## config.mk

```make
export PLATFORM = sky130hd
export DESIGN_NAME = pata_tf_regs
export DESIGN_NICKNAME = d
export VERILOG_FILES = /design/src/rtl/pata_tf_pkg.sv /design/src/rtl/pata_tf_decode.sv /design/src/rtl/pata_tf_param_bank.sv /design/src/rtl/pata_tf_cmd_ctrl.sv /design/src/rtl/pata_tf_regs.sv
export SDC_FILE = /design/constraint.sdc
export NUM_CORES = 1
export LEC_CHECK = 0
export BUFFER_PORTS_ARGS = -buffer_cell sky130_fd_sc_hd__buf_4
export CAP_MARGIN = 20
export CORE_MARGIN = 2
export CORE_UTILIZATION = 25
export DETAILED_ROUTE_END_ITERATION = 10
export PLACE_DENSITY = 0.55
export SYNTH_ARGS = -nofsm -noshare
export SYNTH_HDL_FRONTEND = slang
export SYNTH_SLANG_ARGS = --single-unit
```

## constraint.sdc

```tcl
create_clock -name clk -period 6.2 [get_ports clk]
set_clock_uncertainty 0.15 [all_clocks]
set_input_delay 0.62 -clock clk [delete_from_list [all_inputs] [get_ports clk]]
set_output_delay 0.62 -clock clk [all_outputs]
set_load 0.02 [all_outputs]
```

## src/rtl/pata_tf_pkg.sv

```systemverilog
// Shared constants and types for the task file register block.
// Assumes the register address bus is 3 bits and register bytes are 8 bits.
package pata_tf_pkg;
    localparam int REG_W   = 8;
    localparam int ADDR_W  = 3;
    localparam int N_PARAM = 6;

    // Decoded register slot for one host access
    typedef enum logic [3:0] {
        SEL_NONE, SEL_DATA, SEL_ERRFEAT, SEL_SCNT, SEL_SNUM, SEL_CYLL,
        SEL_CYLH, SEL_DEVHEAD, SEL_STATCMD, SEL_ALTCTL, SEL_DEVADDR
    } tf_sel_e;

    // Index of each byte inside the parameter bank
    localparam int PI_FEAT    = 0;
    localparam int PI_SCNT    = 1;
    localparam int PI_SNUM    = 2;
    localparam int PI_CYLL    = 3;
    localparam int PI_CYLH    = 4;
    localparam int PI_DEVHEAD = 5;

    // Status byte bit positions
    localparam int ST_BSY = 7;
    localparam int ST_RDY = 6;
    localparam int ST_ERR = 0;

    // Device control bit positions
    localparam int DC_NIEN = 1;
    localparam int DC_SRST = 2;

    // Device/head byte: device select bit
    localparam int DH_DEV = 4;
endpackage

```

## src/rtl/pata_tf_decode.sv

```systemverilog
// Address decoder: maps the two active-low block selects and the register
// address to one register slot. Assumes at most one access per cycle.
// Both selects low or both high selects nothing.
module pata_tf_decode
    import pata_tf_pkg::*;
(
    input  logic              cmd_blk_sel_n,
    input  logic              ctl_blk_sel_n,
    input  logic [ADDR_W-1:0] addr_i,
    output tf_sel_e           sel_o
);
    // Pick the register slot for the current address
    always_comb begin
        sel_o = SEL_NONE;
        if (!cmd_blk_sel_n && ctl_blk_sel_n) begin
            case (addr_i)
                3'd0: sel_o = SEL_DATA;
                3'd1: sel_o = SEL_ERRFEAT;
                3'd2: sel_o = SEL_SCNT;
                3'd3: sel_o = SEL_SNUM;
                3'd4: sel_o = SEL_CYLL;
                3'd5: sel_o = SEL_CYLH;
                3'd6: sel_o = SEL_DEVHEAD;
                3'd7: sel_o = SEL_STATCMD;
            endcase
        end else if (cmd_blk_sel_n && !ctl_blk_sel_n) begin
            if (addr_i == 3'd6)
                sel_o = SEL_ALTCTL;
            else if (addr_i == 3'd7)
                sel_o = SEL_DEVADDR;
        end
    end
endmodule

```

## src/rtl/pata_tf_param_bank.sv

```systemverilog
// Parameter bank: N byte registers, each written by its own enable.
// A clear input (soft reset) empties all of them. Assumes enables are one-hot or idle.
module pata_tf_param_bank #(
    parameter int N = 6,
    parameter int W = 8
) (
    input  logic                clk,
    input  logic                rst_n,
    input  logic                clr_i,
    input  logic [N-1:0]        wr_en_i,
    input  logic [W-1:0]        wdata_i,
    output logic [N-1:0][W-1:0] regs_o
);
    for (genvar g = 0; g < N; g++) begin : g_reg
        logic [W-1:0] q;
        // Hold one parameter byte
        always_ff @(posedge clk) begin
            if (!rst_n || clr_i)
                q <= '0;
            else if (wr_en_i[g])
                q <= wdata_i;
        end
        assign regs_o[g] = q;
    end


    wr_onehot_chk: assert property (@(posedge clk) disable iff (!rst_n)
        $onehot0(wr_en_i));

    clr_empty_chk: assert property (@(posedge clk) disable iff (!rst_n)
        clr_i |=> (regs_o == '0));
endmodule

```

## src/rtl/pata_tf_cmd_ctrl.sv

```systemverilog
// Command and status control: device control bits, command issue, busy,
// completion, error byte and the pending interrupt. Assumes done_i is a
// single-cycle pulse. The caller has already gated cmd_wr_i with device selection.
module pata_tf_cmd_ctrl #(
    parameter int W = 8
) (
    input  logic         clk,
    input  logic         rst_n,
    input  logic         cmd_wr_i,
    input  logic         ctl_wr_i,
    input  logic [1:0]   ctl_bits_i,
    input  logic [W-1:0] wdata_i,
    input  logic         stat_rd_i,
    input  logic         done_i,
    input  logic         done_err_i,
    input  logic [W-1:0] done_code_i,
    output logic         busy_o,
    output logic         pend_o,
    output logic         err_flag_o,
    output logic [W-1:0] err_reg_o,
    output logic         nien_o,
    output logic         srst_o,
    output logic         cmd_stb_o,
    output logic [W-1:0] cmd_code_o
);
    logic busy_cmd;
    logic accept;
    logic finish;

    assign busy_o = busy_cmd | srst_o;
    assign accept = cmd_wr_i & ~busy_o;
    assign finish = done_i & busy_cmd & ~srst_o;

    // Device control: soft reset and interrupt disable
    always_ff @(posedge clk) begin
        if (!rst_n)
            {srst_o, nien_o} <= 2'b00;
        else if (ctl_wr_i)
            {srst_o, nien_o} <= ctl_bits_i;
    end

    // Command issue pulse, code latch and busy tracking
    always_ff @(posedge clk) begin
        if (!rst_n) begin
            busy_cmd   <= 1'b0;
            cmd_stb_o  <= 1'b0;
            cmd_code_o <= '0;
        end else begin
            cmd_stb_o <= accept;
            if (accept)
                cmd_code_o <= wdata_i;
            if (srst_o)
                busy_cmd <= 1'b0;
            else if (accept)
                busy_cmd <= 1'b1;
            else if (finish)
                busy_cmd <= 1'b0;
        end
    end

    // Completion: error state and pending interrupt
    always_ff @(posedge clk) begin
        if (!rst_n || srst_o) begin
            pend_o     <= 1'b0;
            err_flag_o <= 1'b0;
            err_reg_o  <= '0;
        end else if (accept) begin
            pend_o     <= 1'b0;
            err_flag_o <= 1'b0;
            err_reg_o  <= '0;
        end else begin
            if (stat_rd_i)
                pend_o <= 1'b0;
            if (finish) begin
                pend_o     <= 1'b1;
                err_flag_o <= done_err_i;
                err_reg_o  <= done_err_i ? done_code_i : '0;
            end
        end
    end


    cmd_pulse_chk: assert property (@(posedge clk) disable iff (!rst_n)
        cmd_stb_o |=> !cmd_stb_o);

    cmd_issue_chk: assert property (@(posedge clk) disable iff (!rst_n)
        (cmd_wr_i && !busy_o && !ctl_wr_i) |=> (cmd_stb_o && busy_o));

    busy_drop_chk: assert property (@(posedge clk) disable iff (!rst_n)
        (cmd_wr_i && busy_o) |=> (!cmd_stb_o && $stable(cmd_code_o)));

    done_chk: assert property (@(posedge clk) disable iff (!rst_n)
        (done_i && busy_cmd && !srst_o && !ctl_wr_i) |=> (!busy_o && pend_o));

    stat_clear_chk: assert property (@(posedge clk) disable iff (!rst_n)
        (stat_rd_i && !(done_i && busy_cmd)) |=> !pend_o);

    srst_empty_chk: assert property (@(posedge clk) disable iff (!rst_n)
        srst_o |=> (!pend_o && !err_flag_o && err_reg_o == '0));
endmodule

```

## src/rtl/pata_tf_regs.sv

```systemverilog
// Task file register block top: decodes host accesses, routes writes to the
// parameter bank and command control, muxes registered read data and derives
// the interrupt request. Assumes rd_i and wr_i are single-cycle, never
// together, and already synchronous to clk.
module pata_tf_regs
    import pata_tf_pkg::*;
#(
    parameter int DPORT_W = 16
) (
    input  logic               clk,
    input  logic               rst_n,
    input  logic               cmd_blk_sel_n,
    input  logic               ctl_blk_sel_n,
    input  logic [ADDR_W-1:0]  reg_addr_i,
    input  logic               rd_i,
    input  logic               wr_i,
    input  logic [REG_W-1:0]   wdata_i,
    output logic [DPORT_W-1:0] rdata_o,
    input  logic [DPORT_W-1:0] dport_rdata_i,
    output logic               dport_rd_o,
    output logic               dport_wr_o,
    input  logic               own_dev_i,
    input  logic               done_i,
    input  logic               done_err_i,
    input  logic [REG_W-1:0]   done_code_i,
    output logic               cmd_stb_o,
    output logic [REG_W-1:0]   cmd_code_o,
    output logic [REG_W-1:0]   feature_o,
    output logic [REG_W-1:0]   sect_cnt_o,
    output logic [4*REG_W-5:0] lba_o,
    output logic [REG_W-1:0]   dev_head_o,
    output logic               srst_o,
    output logic               irq_o
);
    localparam int PAD_W = DPORT_W - REG_W;

    tf_sel_e                        sel;
    logic [N_PARAM-1:0]             wr_en;
    logic [N_PARAM-1:0][REG_W-1:0]  param_q;
    logic                           busy, pend, err_flag, nien;
    logic [REG_W-1:0]               err_reg;
    logic                           tf_wr_ok, cmd_wr, ctl_wr, stat_rd, dev_match;
    logic [REG_W-1:0]               status_b, devaddr_b, reg_b;
    logic [DPORT_W-1:0]             rd_next;

    pata_tf_decode u_decode (
        .cmd_blk_sel_n (cmd_blk_sel_n),
        .ctl_blk_sel_n (ctl_blk_sel_n),
        .addr_i        (reg_addr_i),
        .sel_o         (sel)
    );

    assign dev_match = (param_q[PI_DEVHEAD][DH_DEV] == own_dev_i);
    assign tf_wr_ok  = wr_i & ~busy;
    assign cmd_wr    = wr_i & (sel == SEL_STATCMD) & dev_match;
    assign ctl_wr    = wr_i & (sel == SEL_ALTCTL);
    assign stat_rd   = rd_i & (sel == SEL_STATCMD);
    assign dport_rd_o = rd_i & (sel == SEL_DATA);
    assign dport_wr_o = wr_i & (sel == SEL_DATA);

    // Route an accepted task file write to its parameter byte
    always_comb begin
        wr_en = '0;
        if (tf_wr_ok) begin
            case (sel)
                SEL_ERRFEAT: wr_en[PI_FEAT]    = 1'b1;
                SEL_SCNT:    wr_en[PI_SCNT]    = 1'b1;
                SEL_SNUM:    wr_en[PI_SNUM]    = 1'b1;
                SEL_CYLL:    wr_en[PI_CYLL]    = 1'b1;
                SEL_CYLH:    wr_en[PI_CYLH]    = 1'b1;
                SEL_DEVHEAD: wr_en[PI_DEVHEAD] = 1'b1;
                default:     wr_en = '0;
            endcase
        end
    end

    pata_tf_param_bank #(.N(N_PARAM), .W(REG_W)) u_params (
        .clk     (clk),
        .rst_n   (rst_n),
        .clr_i   (srst_o),
        .wr_en_i (wr_en),
        .wdata_i (wdata_i),
        .regs_o  (param_q)
    );

    pata_tf_cmd_ctrl #(.W(REG_W)) u_ctrl (
        .clk         (clk),
        .rst_n       (rst_n),
        .cmd_wr_i    (cmd_wr),
        .ctl_wr_i    (ctl_wr),
        .ctl_bits_i  (wdata_i[DC_SRST:DC_NIEN]),
        .wdata_i     (wdata_i),
        .stat_rd_i   (stat_rd),
        .done_i      (done_i),
        .done_err_i  (done_err_i),
        .done_code_i (done_code_i),
        .busy_o      (busy),
        .pend_o      (pend),
        .err_flag_o  (err_flag),
        .err_reg_o   (err_reg),
        .nien_o      (nien),
        .srst_o      (srst_o),
        .cmd_stb_o   (cmd_stb_o),
        .cmd_code_o  (cmd_code_o)
    );

    // Assemble the status and device-address bytes
    always_comb begin
        status_b         = '0;
        status_b[ST_BSY] = busy;
        status_b[ST_RDY] = ~busy;
        status_b[ST_ERR] = err_flag;
        devaddr_b = {2'b11, ~param_q[PI_DEVHEAD][3:0],
                     ~param_q[PI_DEVHEAD][DH_DEV], param_q[PI_DEVHEAD][DH_DEV]};
    end

    // Pick the byte or word a read returns
    always_comb begin
        reg_b   = '0;
        rd_next = '0;
        case (sel)
            SEL_ERRFEAT: reg_b = err_reg;
            SEL_SCNT:    reg_b = param_q[PI_SCNT];
            SEL_SNUM:    reg_b = param_q[PI_SNUM];
            SEL_CYLL:    reg_b = param_q[PI_CYLL];
            SEL_CYLH:    reg_b = param_q[PI_CYLH];
            SEL_DEVHEAD: reg_b = param_q[PI_DEVHEAD];
            SEL_STATCMD: reg_b = status_b;
            SEL_ALTCTL:  reg_b = status_b;
            SEL_DEVADDR: reg_b = devaddr_b;
            default:     reg_b = '0;
        endcase
        if (sel == SEL_DATA)
            rd_next = dport_rdata_i;
        else
            rd_next = {{PAD_W{1'b0}}, reg_b};
    end

    // Capture read data at the sampling edge
    always_ff @(posedge clk) begin
        if (!rst_n)
            rdata_o <= '0;
        else if (rd_i)
            rdata_o <= rd_next;
    end

    assign feature_o  = param_q[PI_FEAT];
    assign sect_cnt_o = param_q[PI_SCNT];
    assign dev_head_o = param_q[PI_DEVHEAD];
    assign lba_o      = {param_q[PI_DEVHEAD][3:0], param_q[PI_CYLH],
                         param_q[PI_CYLL], param_q[PI_SNUM]};
    assign irq_o      = pend & ~nien & dev_match;


    nien_quiet_chk: assert property (@(posedge clk) disable iff (!rst_n)
        (ctl_wr && wdata_i[DC_NIEN]) |=> !irq_o);

    dual_sel_chk: assert property (@(posedge clk) disable iff (!rst_n)
        (wr_i && !cmd_blk_sel_n && !ctl_blk_sel_n && !srst_o) |=> $stable(param_q));

    rdata_hold_chk: assert property (@(posedge clk) disable iff (!rst_n)
        !rd_i |=> $stable(rdata_o));
endmodule

```

---- Word level (Yosys, flattened, before mapping) ----
Memories as Yosys holds them, arrays and structs flattened.
Index checks and enable logic that the tools add are counted.
W data, S select, Z words.
operators by class
  equal/unequal tests ..................... 13
  mux-type cells .......................... 18
  bitwise logic cells ..................... 19
  reductions and logical operators ........ 11
operator list
  kind                  number
  $pmux W8 S8           1
  $eq A4 B3 Y1 const B  4
  $mux W16              1
  $mux W4               4
  $and A1 B1 Y1         12
  $eq A4 B4 Y1 const B  3
  $mux W1               10
  $eq A4 B2 Y1 const B  2
  $mux W8               1
  $eq A3 B3 Y1 const B  2
  $mux W6               1
  $reduce_or A2 Y1      3
  $not A1 Y1            5
  $eq A4 B1 Y1 const B  1
  $not A4 Y4            1
  $reduce_bool A2 Y1    2
  $logic_not A1 Y1      3
  $logic_and A1 B1 Y1   2
  $eq A1 B1 Y1          1
  $logic_or A1 B1 Y1    1
  $or A1 B1 Y1          1
storage, ports and cells
  register bits after elaboration ......... 86
  bits in read-only memories .............. 32
  input bits .............................. 44
  output and inout bits ................... 81
  word-level logic and storage cells ...... 77
  memories ................................ 1
memory list
  memory            depth  bits a word  read ports  clocked after memory_dff  wr ports  line                  RTL
  (name not given)  8      4            1           0                         0         pata_tf_decode.sv:16  case (addr_i)

---- Depth between registers and ports, before layout ----
  depth after elaboration ................. 10
  mapped depth ............................ 10
  gate-level depth less buffers ........... 8

---- Cells and area by module ----
From an unflattened synthesis, not the netlist that was laid out.
second synthesis, totals
  cells, all modules ...................... 431
  area, all modules ....................... 4162.7 um^2
by module, submodules not included
  module              times used  cells each  area each (um^2)  seq. area each (um^2)
  pata_tf_param_bank  1           156         1774.2            960.9
  pata_tf_regs        1           174         1422.6            320.3
  pata_tf_cmd_ctrl    1           86          840.8             440.4
  pata_tf_decode      1           15          125.1             0.0

---- Worst setup path after synthesis ----
Ideal clock, no wire load.
  path type ............................... input to output
  start point ............................. input port reg_addr_i[0]
  end point ............................... output port dport_rd_o
  data arrival time ....................... 2.112 ns
  required time ........................... 5.430 ns
  path slack .............................. 3.318 ns
  stages on the path ...................... 6
  buffers on the path ..................... 1
  cell sequence ........................... inv_1 ha_1 and4b_1 o221ai_1 nor4_2 buf_4
on the way
  longest elaborated chain between the ends .. 7
  elaborated cells between the ends (all ways) .. 9
  classes of those cells .................. eq/ne (3); mux (4); bitwise (1); memory (1)
ends and longest elaborated chain
  item                line                  RTL
  start: declaration  pata_tf_regs.sv:14    input logic [ADDR_W-1:0] reg_addr_i,
  $eq A3 B3 Y1        pata_tf_decode.sv:29  else if (addr_i == 3'd7)
  $mux W4             pata_tf_decode.sv:29
  $mux W4             pata_tf_decode.sv:27  if (addr_i == 3'd6)
  $mux W4             pata_tf_decode.sv:26  end else if (cmd_blk_sel_n && !ctl_blk_sel_n) begin
  $mux W4 *           pata_tf_decode.sv:15  if (!cmd_blk_sel_n && ctl_blk_sel_n) begin
  $eq A4 B1 Y1 *      pata_tf_regs.sv:58    assign dport_rd_o = rd_i & (sel == SEL_DATA);
  $and A1 B1 Y1 *     pata_tf_regs.sv:58
  end: declaration    pata_tf_regs.sv:20    output logic dport_rd_o,
Every way passes the cells marked *; elsewhere a longest branch is shown, timed or not.

---- Worst setup path after layout ----
  start point ............................. input port reg_addr_i[0]
  end point ............................... output port dport_wr_o
on the way
  longest elaborated chain between the ends .. 7
  elaborated cells between the ends (all ways) .. 9
  classes of those cells .................. eq/ne (3); mux (4); bitwise (1); memory (1)
ends and longest elaborated chain
  item              line                  RTL
  $eq A3 B3 Y1      pata_tf_decode.sv:29
  $mux W4           pata_tf_decode.sv:29
  $mux W4           pata_tf_decode.sv:27
  $mux W4           pata_tf_decode.sv:26
  $mux W4 *         pata_tf_decode.sv:15
  $eq A4 B1 Y1 *    pata_tf_regs.sv:59    assign dport_wr_o = wr_i & (sel == SEL_DATA);
  $and A1 B1 Y1 *   pata_tf_regs.sv:59
  end: declaration  pata_tf_regs.sv:21    output logic dport_wr_o,
Marked as above.

==> flow_metrics.env <==
export IMPL_outcome="complete, no violations"
export IMPL_critPathCaptureType="output port"
export IMPL_grt_max_degree=51
export IMPL_async_reset_ff_share_pct=0
export IMPL_hp_start="u_ctrl.err_reg_o[3]$_SDFFE_PP0P_"
export IMPL_required_ps=5430
export IMPL_finalHoldViolCount=0
export IMPL_ys_flop_type="dfxtp_1"
export IMPL_nets=616
export IMPL_drc=0
export IMPL_ys_ff_latch=86
export IMPL_seq_area_frac_synth_pct=42.5
export IMPL_vdd_ir_drop_max_mv=0.128
export IMPL_drt_wl_total_mm=14.6
export IMPL_postSynthCellCount=462
export IMPL_rsz0062_at_grt="no"
export IMPL_grt_use_met2_pct=26.7
export IMPL_synth_distinct_cells=60
export IMPL_cts_tree="done"
export IMPL_routedWlPerCell_um=18.5
export IMPL_hpwl_mm=10.7
export IMPL_drtAntennaViolNets=0
export IMPL_netlist_area_um2=4050
export IMPL_post_cts_setup_buffers=0
export IMPL_r2r_start="u_ctrl.srst_o$_SDFFE_PN0P_"
export IMPL_numPortBuffers=124
export IMPL_io_pins=125
export IMPL_grt_pass1_vias=3848
export IMPL_reg2reg_depth=5
export IMPL_vias=3888
export IMPL_ctsHoldBuffers=0
export IMPL_firstDrtPassIters=5
export IMPL_die_y_um=131
export IMPL_cts_htree_levels=3
export IMPL_r2r_slack_ps=3870
export IMPL_setup_slack_ps=2970
export IMPL_worst_pin_slew_ps=833
export IMPL_grt_pass1_wl_mm=22.2
export IMPL_hold_depth=2
export IMPL_fmax_mhz=310
export IMPL_drive_above_1_share_pct=27.7
export IMPL_path_class="in2out"
export IMPL_grt_use_total_pct=16.7
export IMPL_cts_root_buf="clkbuf_16"
export IMPL_core_um2=15900
export IMPL_diodes=0
export IMPL_grt_use_met1_pct=22.2
export IMPL_min_period_over_period_pct=52.0
export IMPL_drv_cap=0
export IMPL_cts_buffer_depth=2
export IMPL_gp_congestion=0.866
export IMPL_mostFrequentLayoutCells="buf_4 (127), dfxtp_1 (86), nand2_1 (73)"
export IMPL_dr_first_iter_drc_count=252
export IMPL_top_usage_layer="met2"
export IMPL_die_w_um=131
export IMPL_period_needed_ps=3230
export IMPL_slew_viol_final=0
export IMPL_cts_resized=0
export IMPL_power_density_nw_per_um2=227
export IMPL_slew_headroom_pct=44.5
export IMPL_dieArea_um2=17300
export IMPL_ys_warn_count=0
export IMPL_grt_antenna_before_repair=0
export IMPL_utilization_pct=34.1
export IMPL_reg2reg_to="u_ctrl.err_reg_o[3]$_SDFFE_PP0P_"
export IMPL_min_to="u_ctrl.err_reg_o[3]$_SDFFE_PP0P_"
export IMPL_layout_commonest_cell="buf_4"
export IMPL_row_count=46
export IMPL_cp_max_fo=10
export IMPL_stdcell_count=790
export IMPL_use_met3_pct=4.32
export IMPL_synth_edff_count=0
export IMPL_tns_ps=0
export IMPL_dp_worst_setup_slack_ps=2680
export IMPL_cts_sinks=86
export IMPL_syn_area_per_cell_um2=8.77
export IMPL_setup_viol=0
export IMPL_vias_per_cell=4.92
export IMPL_clock_latency_ps=340
export IMPL_cts_clk_slew_worst_paths_ps=50
export IMPL_numCtsBuffers=9
export IMPL_dp_cells=774
export IMPL_worst_ep_arrival_time_ps=2460
export IMPL_critPathLaunchType="input pin"
export IMPL_grt_overflow=0
export IMPL_p_leak_nw=2.18
export IMPL_synth_fp_nets=509
export IMPL_hold_class="reg2reg"
export IMPL_initial_core_util_pct=25.5
export IMPL_area_growth_pct=33.5
worst max-delay path, cell delays in order:
cell and delay [ps]:
buf_4 140, inv_1 150, ha_1 250, nand2b_1 190, o21a_1 500, nand3_1 190
nor2_1 230, buf_4 180
cell usage after synthesis (all sizes together), types with 4 or more instances:
cell type | count | area [um^2]
a21boi | 9 | 67.6
a21o | 4 | 30.0
a21oi | 29 | 156
a22o | 7 | 61.3
a22oi | 11 | 82.6
a32oi | 6 | 52.6
buf | 13 | 91.3
clkbuf | 18 | 67.6
dfxtp | 86 | 1720
mux2i | 45 | 450
nand2 | 73 | 274
nand2b | 8 | 50.1
nand3 | 21 | 105
nand3b | 4 | 30.0
nor2 | 52 | 203
nor2b | 10 | 62.6
nor3 | 4 | 47.5
o21ai | 12 | 67.6
o22ai | 4 | 31.3
area by class of cell:
| type | instances | area [um^2] |
|---|---|---|
| Clock inverter | 3 | 43.8 |
| Clock buffer | 13 | 250 |
| Inverter | 3 | 11.3 |
| Sequential cell | 86 | 1720 |
| Multi-Input combinational cell | 342 | 2160 |
| Timing Repair Buffer | 127 | 953 |
| Fill cell | 1700 | 10500 |
| Tap cell | 216 | 270 |
registers in the layout, indices dropped and copies added, names as in the netlist:
signal	cells
u_ctrl.err_reg_o	8
u_params.g.q	48
u_ctrl.cmd_code_o	8
u_ctrl.srst_o	1
u_ctrl.err_flag_o	1
u_ctrl.pend_o	1
u_ctrl.busy_cmd	1
rdata_o	16
u_ctrl.cmd_stb_o	1
u_ctrl.nien_o	1
layer usage:
metal	wire length, um	part of all wire (%)
met1	6420	44
met2	6770	46
met3	1170	8.0
met4	242	1.7
met5	0	0
logic make-up after synthesis:
kind of cell / share of synthesized area (%)
compound gates: 17.9
xor+xnor: 0.432
buf+inv: 4.20
mux: 11.1
simple gates: 23.0
flops: 42.5
fa+ha+maj: 0.926
stage by stage:
stage	hold slack (ps)	total power [mW]	instance area, um^2
floorplan	281	0.645	4050
global placement	307	0.701	5120
detailed placement	316	0.702	5120
CTS	322	1.24	5410
global route	341	1.27	5410
finish	319	1.23	5410
power breakdown:
| part | internal (mW) | leakage [nW] | switching, mW |
|---|---|---|---|
| logic | 0.0490 | 1.34 | 0.0798 |
| clock network | 0.324 | 0.144 | 0.215 |
| registers | 0.558 | 0.693 | 0.00391 |
worst max path at each step:
stage                     slack, ps  cells after the start                                to     startpoint
final                          2970                      8                        dport_wr_o  reg_addr_i[0]
after global routing           2800                      9        u_ctrl.pend_o$_SDFFE_PP0P_  reg_addr_i[0]
after CTS                      2980                      8                        dport_wr_o  reg_addr_i[0]
after detailed placement       2680                      9  u_ctrl.err_reg_o[2]$_SDFFE_PP0P_  reg_addr_i[0]
after global placement         2790                      9  u_ctrl.err_reg_o[6]$_SDFFE_PP0P_  reg_addr_i[0]
after floorplan                3320                      6                        dport_rd_o  reg_addr_i[0]
Power figures use the tool's default switching activity.
